--- config.mk ---
export PLATFORM = sky130hd
export DESIGN_NAME = hit_filter
export DESIGN_NICKNAME = d
export VERILOG_FILES = /design/src/rtl/hitf_pkg.sv /design/src/rtl/hitf_road_table.sv /design/src/rtl/hitf_hit_store.sv /design/src/rtl/hit_filter.sv
export SDC_FILE = /design/constraint.sdc
export NUM_CORES = 2
export LEC_CHECK = 0
export ABC_AREA = 1
export BUFFER_PORTS_ARGS = -buffer_cell sky130_fd_sc_hd__buf_2
export CORE_MARGIN = 3
export CORE_UTILIZATION = 42
export CTS_BUF_LIST = sky130_fd_sc_hd__clkbuf_16
export DETAILED_ROUTE_END_ITERATION = 8
export PLACE_DENSITY_LB_ADDON = 0.2
export SYNTH_ARGS = -nofsm -noshare
export SYNTH_HDL_FRONTEND = slang
export SYNTH_HIERARCHICAL = 1
export SYNTH_SLANG_ARGS = --single-unit
export TNS_END_PERCENT = 50
--- constraint.sdc ---
create_clock -name clk -period 15.15 [get_ports clk]
set_input_delay 3.03 -clock clk [delete_from_list [all_inputs] [get_ports clk]]
set_output_delay 3.03 -clock clk [all_outputs]
set_load 0.03 [all_outputs]
--- src/rtl/hitf_pkg.sv ---
package hitf_pkg;
   typedef enum logic [2:0] {
      ST_IDLE,
      ST_COLLECT,
      ST_REQ,
      ST_HDR,
      ST_HITS,
      ST_TRL
   } hitf_state_e;

   localparam logic [1:0] TAG_HDR = 2'b01;
   localparam logic [1:0] TAG_HIT = 2'b10;
   localparam logic [1:0] TAG_TRL = 2'b11;
endpackage

--- src/rtl/hitf_road_table.sv ---
module hitf_road_table #(
   parameter int POS_W     = 16,
   parameter int MAX_ROADS = 46,
   localparam int IDX_W    = $clog2(MAX_ROADS),
   localparam int RCNT_W   = $clog2(MAX_ROADS + 1)
) (
   input  logic              clk,
   input  logic              rst_n,
   input  logic              clr,
   input  logic              wr_en,
   input  logic [POS_W-1:0]  wr_lo,
   input  logic [POS_W-1:0]  wr_hi,
   input  logic [POS_W-1:0]  cen_pos,
   output logic [RCNT_W-1:0] count,
   output logic              err,
   output logic              hit,
   output logic [IDX_W-1:0]  hit_idx
);
   logic [POS_W-1:0] lo_q [MAX_ROADS];
   logic [POS_W-1:0] hi_q [MAX_ROADS];
   logic [MAX_ROADS-1:0] in_road;
   logic room;

   assign room = count < RCNT_W'(MAX_ROADS);

   always_ff @(posedge clk) begin
      if (!rst_n || clr) begin
         count <= '0;
         err   <= 1'b0;
      end else if (wr_en) begin
         if (room) count <= count + 1'b1;
         else      err   <= 1'b1;
      end
   end

   always_ff @(posedge clk) begin
      if (wr_en && room && !clr) begin
         lo_q[count[IDX_W-1:0]] <= wr_lo;
         hi_q[count[IDX_W-1:0]] <= wr_hi;
      end
   end

   for (genvar i = 0; i < MAX_ROADS; i++) begin : g_cmp
      assign in_road[i] = (RCNT_W'(i) < count) &&
                          (lo_q[i] <= cen_pos) && (cen_pos <= hi_q[i]);
   end

   always_comb begin
      hit     = 1'b0;
      hit_idx = '0;
      for (int i = MAX_ROADS - 1; i >= 0; i--) begin
         if (in_road[i]) begin
            hit     = 1'b1;
            hit_idx = IDX_W'(i);
         end
      end
   end

   assert_road_cap_R3: assert property (@(posedge clk) disable iff (!rst_n)
      count <= RCNT_W'(MAX_ROADS));
   assert_err_sticky_R3: assert property (@(posedge clk) disable iff (!rst_n)
      (err && !clr) |=> err);
   assert_full_write_flags_R3: assert property (@(posedge clk) disable iff (!rst_n)
      (wr_en && !clr && count == RCNT_W'(MAX_ROADS)) |=> (err && $stable(count)));
endmodule

--- src/rtl/hitf_hit_store.sv ---
module hitf_hit_store #(
   parameter int HIT_W     = 22,
   parameter int HIT_DEPTH = 32,
   localparam int SLOT_W   = $clog2(HIT_DEPTH),
   localparam int HCNT_W   = $clog2(HIT_DEPTH + 1)
) (
   input  logic              clk,
   input  logic              rst_n,
   input  logic              clr,
   input  logic              wr_en,
   input  logic [HIT_W-1:0]  wr_data,
   input  logic [SLOT_W-1:0] rd_slot,
   output logic [HIT_W-1:0]  rd_data,
   output logic [HCNT_W-1:0] count,
   output logic              ovf
);
   logic [HIT_W-1:0] mem_q [HIT_DEPTH];
   logic room;

   assign room    = count < HCNT_W'(HIT_DEPTH);
   assign rd_data = mem_q[rd_slot];

   always_ff @(posedge clk) begin
      if (!rst_n || clr) begin
         count <= '0;
         ovf   <= 1'b0;
      end else if (wr_en) begin
         if (room) count <= count + 1'b1;
         else      ovf   <= 1'b1;
      end
   end

   always_ff @(posedge clk) begin
      if (wr_en && room && !clr) mem_q[count[SLOT_W-1:0]] <= wr_data;
   end

   assert_no_overflow_R10: assert property (@(posedge clk) disable iff (!rst_n)
      count <= HCNT_W'(HIT_DEPTH));
   assert_ovf_when_full_R10: assert property (@(posedge clk) disable iff (!rst_n)
      (wr_en && !clr && count == HCNT_W'(HIT_DEPTH)) |=> ovf);
endmodule

--- src/rtl/hit_filter.sv ---
module hit_filter
   import hitf_pkg::*;
#(
   parameter int POS_W     = 16,
   parameter int MAX_ROADS = 46,
   parameter int HIT_DEPTH = 32,
   parameter int EVT_W     = 8,
   parameter int CHAN_W    = 3,
   parameter int CHAN_ID   = 0,
   localparam int IDX_W    = $clog2(MAX_ROADS),
   localparam int RCNT_W   = $clog2(MAX_ROADS + 1),
   localparam int SLOT_W   = $clog2(HIT_DEPTH),
   localparam int HCNT_W   = $clog2(HIT_DEPTH + 1),
   localparam int HIT_W    = IDX_W + POS_W,
   localparam int WORD_W   = 2 + HIT_W
) (
   input  logic              clk,
   input  logic              rst_n,
   input  logic              evt_start,
   input  logic [EVT_W-1:0]  evt_num,
   input  logic              road_wr,
   input  logic [POS_W-1:0]  road_lo,
   input  logic [POS_W-1:0]  road_hi,
   input  logic              cen_valid,
   input  logic [POS_W-1:0]  cen_pos,
   input  logic              evt_done,
   input  logic              bus_gnt,
   output logic              busy,
   output logic              road_err,
   output logic [RCNT_W-1:0] road_count,
   output logic              bus_req,
   output logic              bus_hold,
   output logic              out_wr,
   output logic [WORD_W-1:0] out_data
);
   initial begin
      assert (MAX_ROADS >= 2 && HIT_DEPTH >= 2) else $error("depths must be at least 2");
      assert (WORD_W - 2 >= CHAN_W + EVT_W) else $error("header fields exceed word");
      assert (WORD_W - 2 >= HCNT_W + 1) else $error("trailer fields exceed word");
      assert (CHAN_ID < (1 << CHAN_W)) else $error("CHAN_ID exceeds CHAN_W");
   end

   hitf_state_e       state_q;
   logic [EVT_W-1:0]  evt_q;
   logic [SLOT_W-1:0] rd_q;
   logic              collecting;
   logic              match;
   logic [IDX_W-1:0]  match_idx;
   logic [HIT_W-1:0]  rd_hit;
   logic [HCNT_W-1:0] hit_count;
   logic              hit_ovf;

   assign collecting = (state_q == ST_COLLECT);

   hitf_road_table #(.POS_W(POS_W), .MAX_ROADS(MAX_ROADS)) u_roads (
      .clk     (clk),
      .rst_n   (rst_n),
      .clr     (evt_start),
      .wr_en   (road_wr && collecting),
      .wr_lo   (road_lo),
      .wr_hi   (road_hi),
      .cen_pos (cen_pos),
      .count   (road_count),
      .err     (road_err),
      .hit     (match),
      .hit_idx (match_idx)
   );

   hitf_hit_store #(.HIT_W(HIT_W), .HIT_DEPTH(HIT_DEPTH)) u_hits (
      .clk     (clk),
      .rst_n   (rst_n),
      .clr     (evt_start),
      .wr_en   (cen_valid && collecting && match),
      .wr_data ({match_idx, cen_pos}),
      .rd_slot (rd_q),
      .rd_data (rd_hit),
      .count   (hit_count),
      .ovf     (hit_ovf)
   );

   always_ff @(posedge clk) begin
      if (!rst_n) begin
         state_q <= ST_IDLE;
         evt_q   <= '0;
         rd_q    <= '0;
      end else if (evt_start) begin
         state_q <= ST_COLLECT;
         evt_q   <= evt_num;
      end else begin
         unique case (state_q)
            ST_IDLE:    ;
            ST_COLLECT: if (evt_done) state_q <= ST_REQ;
            ST_REQ:     if (bus_gnt) state_q <= ST_HDR;
            ST_HDR: begin
               rd_q    <= '0;
               state_q <= (hit_count == '0) ? ST_TRL : ST_HITS;
            end
            ST_HITS: begin
               if (rd_q == SLOT_W'(hit_count - 1'b1)) state_q <= ST_TRL;
               else                                   rd_q    <= rd_q + 1'b1;
            end
            ST_TRL:     state_q <= ST_IDLE;
            default:    state_q <= ST_IDLE;
         endcase
      end
   end

   assign busy     = (state_q != ST_IDLE);
   assign bus_req  = (state_q == ST_REQ);
   assign bus_hold = (state_q == ST_HDR) || (state_q == ST_HITS) || (state_q == ST_TRL);
   assign out_wr   = bus_hold;

   always_comb begin
      out_data = '0;
      unique case (state_q)
         ST_HDR: begin
            out_data[WORD_W-1 -: 2]  = TAG_HDR;
            out_data[EVT_W +: CHAN_W] = CHAN_W'(CHAN_ID);
            out_data[EVT_W-1:0]       = evt_q;
         end
         ST_HITS: out_data = {TAG_HIT, rd_hit};
         ST_TRL: begin
            out_data[WORD_W-1 -: 2] = TAG_TRL;
            out_data[HCNT_W]        = hit_ovf;
            out_data[HCNT_W-1:0]    = hit_count;
         end
         default: out_data = '0;
      endcase
   end

   assert_grant_seen_R8: assert property (@(posedge clk) disable iff (!rst_n)
      $rose(bus_hold) |-> ($past(bus_gnt) && $past(bus_req)));
   assert_hdr_first_R7: assert property (@(posedge clk) disable iff (!rst_n)
      $rose(bus_hold) |-> (out_data[WORD_W-1 -: 2] == TAG_HDR));
   assert_trl_last_R7: assert property (@(posedge clk) disable iff (!rst_n)
      ($fell(bus_hold) && !$past(evt_start)) |-> ($past(out_data[WORD_W-1 -: 2]) == TAG_TRL));
   assert_busy_cover_R11: assert property (@(posedge clk) disable iff (!rst_n)
      (bus_req || out_wr) |-> busy);
endmodule

### After elaboration in Yosys (flattened, before gate mapping)

Memory sizes are Yosys's and may differ from the RTL's. A register that Yosys moved wholly into a read port is not among the register bits.
Index checks and enable logic that the tools add are counted.
W data, S select, Z words.

* memories: 3
* bits in registers: 30
* input bits: 63
* memory bits (writable): 2176
* logic and storage cells: 400

* mux-type cells: 110
* $add $sub $neg: 4
* bitwise gates (word level): 5
* order comparisons: 140
* eq/ne operators: 14
* reductions and logical operators: 116

Memories
* u_roads.hi_q: words 46, bits a word 16, rd ports 46, clocked after memory_dff 0, write ports 1, RTL line hitf_road_table.sv:20 `logic [POS_W-1:0] hi_q [MAX_ROADS];`
* u_roads.lo_q: words 46, bits a word 16, rd ports 46, clocked after memory_dff 0, write ports 1, RTL line hitf_road_table.sv:19 `logic [POS_W-1:0] lo_q [MAX_ROADS];`
* u_hits.mem_q: words 32, bits a word 22, rd ports 1, clocked after memory_dff 1, write ports 1, RTL line hitf_hit_store.sv:17 `logic [HIT_W-1:0] mem_q [HIT_DEPTH];`

Operators with widths (count)
* $le A16 B16 Y1: 92
* $mux W6: 46
* $logic_and A1 B1 Y1: 99
* $lt A5 B6 Y1 const A: 16
* $lt A6 B6 Y1 const A: 14
* $mux W1: 52
* $lt A4 B6 Y1 const A: 8
* $lt A3 B6 Y1 const A: 4
* $pmux W7 S3: 1
* $mux W5: 3
* $pmux W3 S5: 1
* $add A6 B1 Y6 const B: 2
* $lt A1 B6 Y1 const A: 2
* $lt A2 B6 Y1 const A: 2
* $lt A6 B6 Y1 const B: 2
* $mux W11: 1
* $ne A2 B2 Y1 const B: 5
* $pmux W5 S2: 1
* $mux W3: 3
* $ne A3 B3 Y1 const B: 3
* $pmux W4 S2: 1
* $reduce_and A2 Y1: 4
* $reduce_and A4 Y1: 2
* $eq A3 B2 Y1 const B: 2
* 15 further kinds: 23

### Logic depth before layout (Yosys ltp)

An unclocked memory read counts as a cell.

* depth after elaboration: 55
* gate-level depth with buffers: 58
* depth with buffers taken out: 58

### By module

The synthesis kept the hierarchy.

By module, submodules not included
* hitf_road_table: seq. area each 44342.5 sq um, instances 1, cells each 6720, area an instance 80200.7 sq um
* hitf_hit_store: seq. area each 21280.4 sq um, instances 1, cells each 2468, area an instance 28780.1 sq um
* hit_filter: seq. area each 320.3 sq um, instances 1, cells each 218, area an instance 1227.4 sq um

### Worst setup path before layout

Ideal clock, no wire load.

* path type: input port to flip-flop
* start point: input cen_pos[15]
* end point: memory u_hits.mem_q[0][21], data pin
* buffers on the path: 0
* library setup time: 0.540 ns
* arrival time: 7.285 ns
* setup slack: 7.325 ns
* stages on the path: 13
* cell sequence: inv_1 > ha_1 > nand2_1 > nor4_1 > nand2_1 > a32oi_1 > a221o_1 > nand2_1 > nor2_1 > nand4_1 > nor4_1 > inv_1 > nor4_1

* cells in the longest elaborated chain, start to end: 49
* elaborated cells on any way between the ends: 230
* those cells by class: order compare (92); mux (46); reduce/logical (92)

Ends and longest elaborated chain
* start: declaration: RTL line hit_filter.sv:25 `input logic [POS_W-1:0] cen_pos,`
* $le A16 B16 Y1: RTL line hitf_road_table.sv:45 `(lo_q[i] <= cen_pos) && (cen_pos <= hi_q[i]);`
* $logic_and A1 B1 Y1: RTL line hitf_road_table.sv:44 `assign in_road[i] = (RCNT_W'(i) < count) &&`
* $logic_and A1 B1 Y1: RTL line hitf_road_table.sv:45
* $mux W6 (45 in series): RTL line hitf_road_table.sv:52 `if (in_road[i]) begin`
* $mux W6 (*): RTL line hitf_road_table.sv:52
* named net match_idx[5]: RTL line hit_filter.sv:48 `logic [IDX_W-1:0] match_idx;`
* end: declaration: RTL line hitf_hit_store.sv:17

Mark *: on every way through the listed nets, which the timed path passes. The rest lies on a longest branch.

### Final worst setup path

* start point: input cen_pos[3]
* end point: memory u_hits.mem_q[26][1] (enable)

* cells in the longest elaborated chain, start to end: 54
* elaborated cells on any way between the ends: 235
* those cells by class: order compare (92); mux (48); reduce/logical (95)

Ends and longest elaborated chain
* $le A16 B16 Y1: RTL line hitf_road_table.sv:45
* $logic_and A1 B1 Y1: RTL line hitf_road_table.sv:44
* $logic_and A1 B1 Y1: RTL line hitf_road_table.sv:45
* $mux W1 (45 in series): RTL line hitf_road_table.sv:52
* $mux W1 (*): RTL line hitf_road_table.sv:52
* named net match: RTL line hit_filter.sv:47 `logic match;`
* $logic_and A1 B1 Y1 (*): RTL line hit_filter.sv:73 `.wr_en (cen_valid && collecting && match),`
* $logic_and A1 B1 Y1 (*) (2 in series): RTL line hitf_hit_store.sv:34 `if (wr_en && room && !clr) mem_q[count[SLOT_W-1:0]] <= wr_data;`
* $mux W1 (*): RTL line hitf_hit_store.sv:34
* $mux W1 (not written as such) (*): RTL line hitf_hit_store.sv:34

Marks and branches as above.

==> qor.yml <==
yosys:
  ys_types: 56
  syn_inst: 9406
  synth_area_per_cell_sq_um: 11.7
  synth.area.top_cells: "edfxtp_1 59%, ha_1 17%, nand2_1 6.7%, inv_1 3.7%, nand3_1 3.1%"
  synthFlopType: "edfxtp_1"
  yosysSeqAreaShare_pct: 59.8
  synthTopCellsByCount: "2176 x edfxtp_1, 1979 x nand2_1, 1480 x ha_1, 1077 x inv_1, 690 x nand3_1"
  synth_top_area_share_pct: 59.3
  yosys_warnings: 6
  synthesis.nets: 10949
  synthArstFlopShare_pct: 0
  yosys.area.top_type: "edfxtp_1"
  synth.most_common_cell: "edfxtp_1"
  synth_edf_count: 2176
  ys_seq_elements: 2206
  synth_area_sq_mm: 0.110
clock_network:
  clock_sinks: 2206
  cts_tree: "built"
  htreeDepth: 4
  cts-root-buf: "clkbuf_16"
  cts_made_buffers: 233
  ctsResizeCount: 0
  cts_buffer_depth: 3
  insertion_delay_ns: 0.88
  hold_buffers: 0
  cts_setup_buffers: 0
  clk_pin_slew_worst_paths_ns: 0.06
grt:
  track_usage_pct: 24.0
  globalRoute.totalOverflow: 0
  grt_max_degree: 205
  grt_pass1_wl_microns: 479000
  antenna_found_initial: 10
  grt_pass1_vias: 73666
flow_run:
  drv_cap: 1
pwr:
  leakagePower_nw: 50.5
  p_per_area_mw_per_mm2: 105
  ir_worst_vdd_mv: 0.120
die:
  core_sq_mm: 0.260
  initial_core_util_pct: 42.3
  io_pins: 98
  die_y_microns: 518
  die_area_sq_mm: 0.269
  fp.dieW_microns: 518
  rows: 187
critical_path:
  crit_top_cell: "nand2_1"
  slowest_delay_ns: 1.17
  startpoint_type: "input pin"
  worstPathArrival_ns: 9.79
  crit_chain: "buf_4, clkinv_2, buf_4, ha_1, nand2_1, inv_1, nand3_1, o41ai_1, nand2_1, nand2_1, nor4_1, nand3_1, nand2_1, nor2_1, inv_1, nor2_1, inv_1, nor2_1, nand2_1, nor2_2"
  cp_slowest_cell: "o41ai_1"
  crit_path_max_fanout: 33
  end_kind: "flop"
  crit_type: "in2reg"
  cp.required_ns: 15.62
final_layout:
  drive_gt1_share_pct: 6.97
  utilization_pct: 47.2
  nets: 11268
  area_growth_pct: 11.6
  fillers: 23350
placed_design:
  place_ws_ns: 4.99
  hpwl_microns: 198000
  place_congestion: 0.906
  io_buffer_count: 97
timing:
  max-slew-margin-rel_pct: -0.453
  maxSlewViolCount: 1
  tightest_slew_ns: 1.49
  finalWorstSetupSlack_ns: 5.83
  rsz0062_at_grt: "false"
  period_minus_slack_ns: 9.32
  setup_viol: 0
  clock_skew_ns: 0.0411
  hold_viol_final: 0
  min_period_over_period_pct: 61.5
  fin_tns_setup_ns: 0
  fmax_mhz: 107
run_status:
  outcome: "complete, but fails checks"
  violations: "max-capacitance violations, max-slew violations"
detailed_routing:
  final_antenna_net_count: 0
  drt_iter0_drc: 7066
  drcViolationCount: 0
  wl_microns: 329000
  drtPass1Iterations: 6
  routed_via_density: 5.56
  route.vias.total: 74570
  wl_per_cell_microns: 24.5
hold_path:
  hp-class: "reg2reg"
-- logic make-up (layout without fill, tap and decap cells) --
logic type / Yosys count / in the layout / synth area share [%]
compound gates: 1107 / 1107 / 6.05
xor+xnor: 3 / 3 / 0.0238
fa+ha+maj: 1480 / 1480 / 16.8
buf+inv: 1251 / 1769 / 4.45
flops: 2206 / 2206 / 59.8
other cells: 0 / 2 / 0
simple gates: 3359 / 3359 / 12.8
-- final cells by class --
type	instances	area (sq um)	area share (%)
Sequential cell	2206	66000	53.6
Multi-Input combinational cell	5949	39700	32.3
Clock buffer	235	5880	4.78
Tap cell	3496	4370	3.56
Inverter	1095	4130	3.36
Timing Repair Buffer	240	1660	1.35
Clock inverter	199	1260	1.02
Antenna cell	2	5.00	0.00407
-- flip-flops by register name, summed over array words and instances, names as in the netlist --
register and cells:
state_q 3, u_hits/count 6, u_roads/hi_q 736, u_roads/count 6, u_roads/err 1, u_roads/lo_q 736, u_hits/ovf 1, evt_q 8
rd_q 5, u_hits/mem_q 704
-- layer usage --
metal | vias up | share of wire, % | track usage, %
li1 | 34393 | - | -
met1 | 37183 | 43 | 32.1
met2 | 2415 | 47 | 40.1
met3 | 577 | 5.9 | 3.23
met4 | 2 | 3.6 | 8.03
met5 | - | 0.0030 | 0
-- critical path: cells and delay by family --
family	cells	cell delay (ns)
AOI/OAI and AO/OA	1	1.17
and+or+nand+nor	12	3.32
adders and majority gates	1	0.45
buffers and inverters	6	1.63
-- report_power, final --
part,total (W),internal [W],switching (W)
Clock,0.00540,0.00301,0.00239
Combinational,0.000774,0.000210,0.000564
Sequential,0.00670,0.00670,0.00000219
-- through the flow --
step,instances,instance area [sq um],total power (W),hold slack [ns]
final,13422,123000,0.0129,0.520
after global routing,13422,123000,0.0133,0.536
after CTS,13420,123000,0.0130,0.521
after detailed placement,12986,116000,0.00760,0.494
after global placement,12986,116000,0.00758,0.489
after floorplan,9406,110000,0.00718,0.437
-- cell usage in the layout (no fill, tap or decap), types with 13 or more instances in the layout --
master,instances
clkinv_1,58
a211oi_1,36
nor3_1,119
inv_2,22
buf_4,155
dfxtp_1,26
o211ai_1,26
nand3_1,690
a21oi_1,620
a221oi_1,28
edfxtp_1,2176
nand2_1,1979
o2111ai_1,62
inv_1,1127
o21a_1,43
o221ai_1,66
buf_2,80
nand4_1,166
ha_1,1480
nor2_4,29
nor2_2,50
o21ai_0,139
nor2_1,295
clkinv_2,54
bufinv_16,13
clkbuf_16,235
o21bai_1,27
-- path summary, 6_finish.rpt --
kind / to / depth (start not counted) / slack [ns] / startpoint
worst max-delay path: u_hits/mem_q[26][1] / 20 / 5.83 / cen_pos[3]
worst min-delay path: u_hits/ovf / 2 / 0.52 / u_hits/ovf
worst max register to register: u_hits/mem_q[11][11] / 19 / 8.63 / u_roads/count[1]
worst min register to register: u_hits/ovf / 2 / 0.52 / u_hits/ovf
Note: power is estimated with default switching activity, not from simulation.
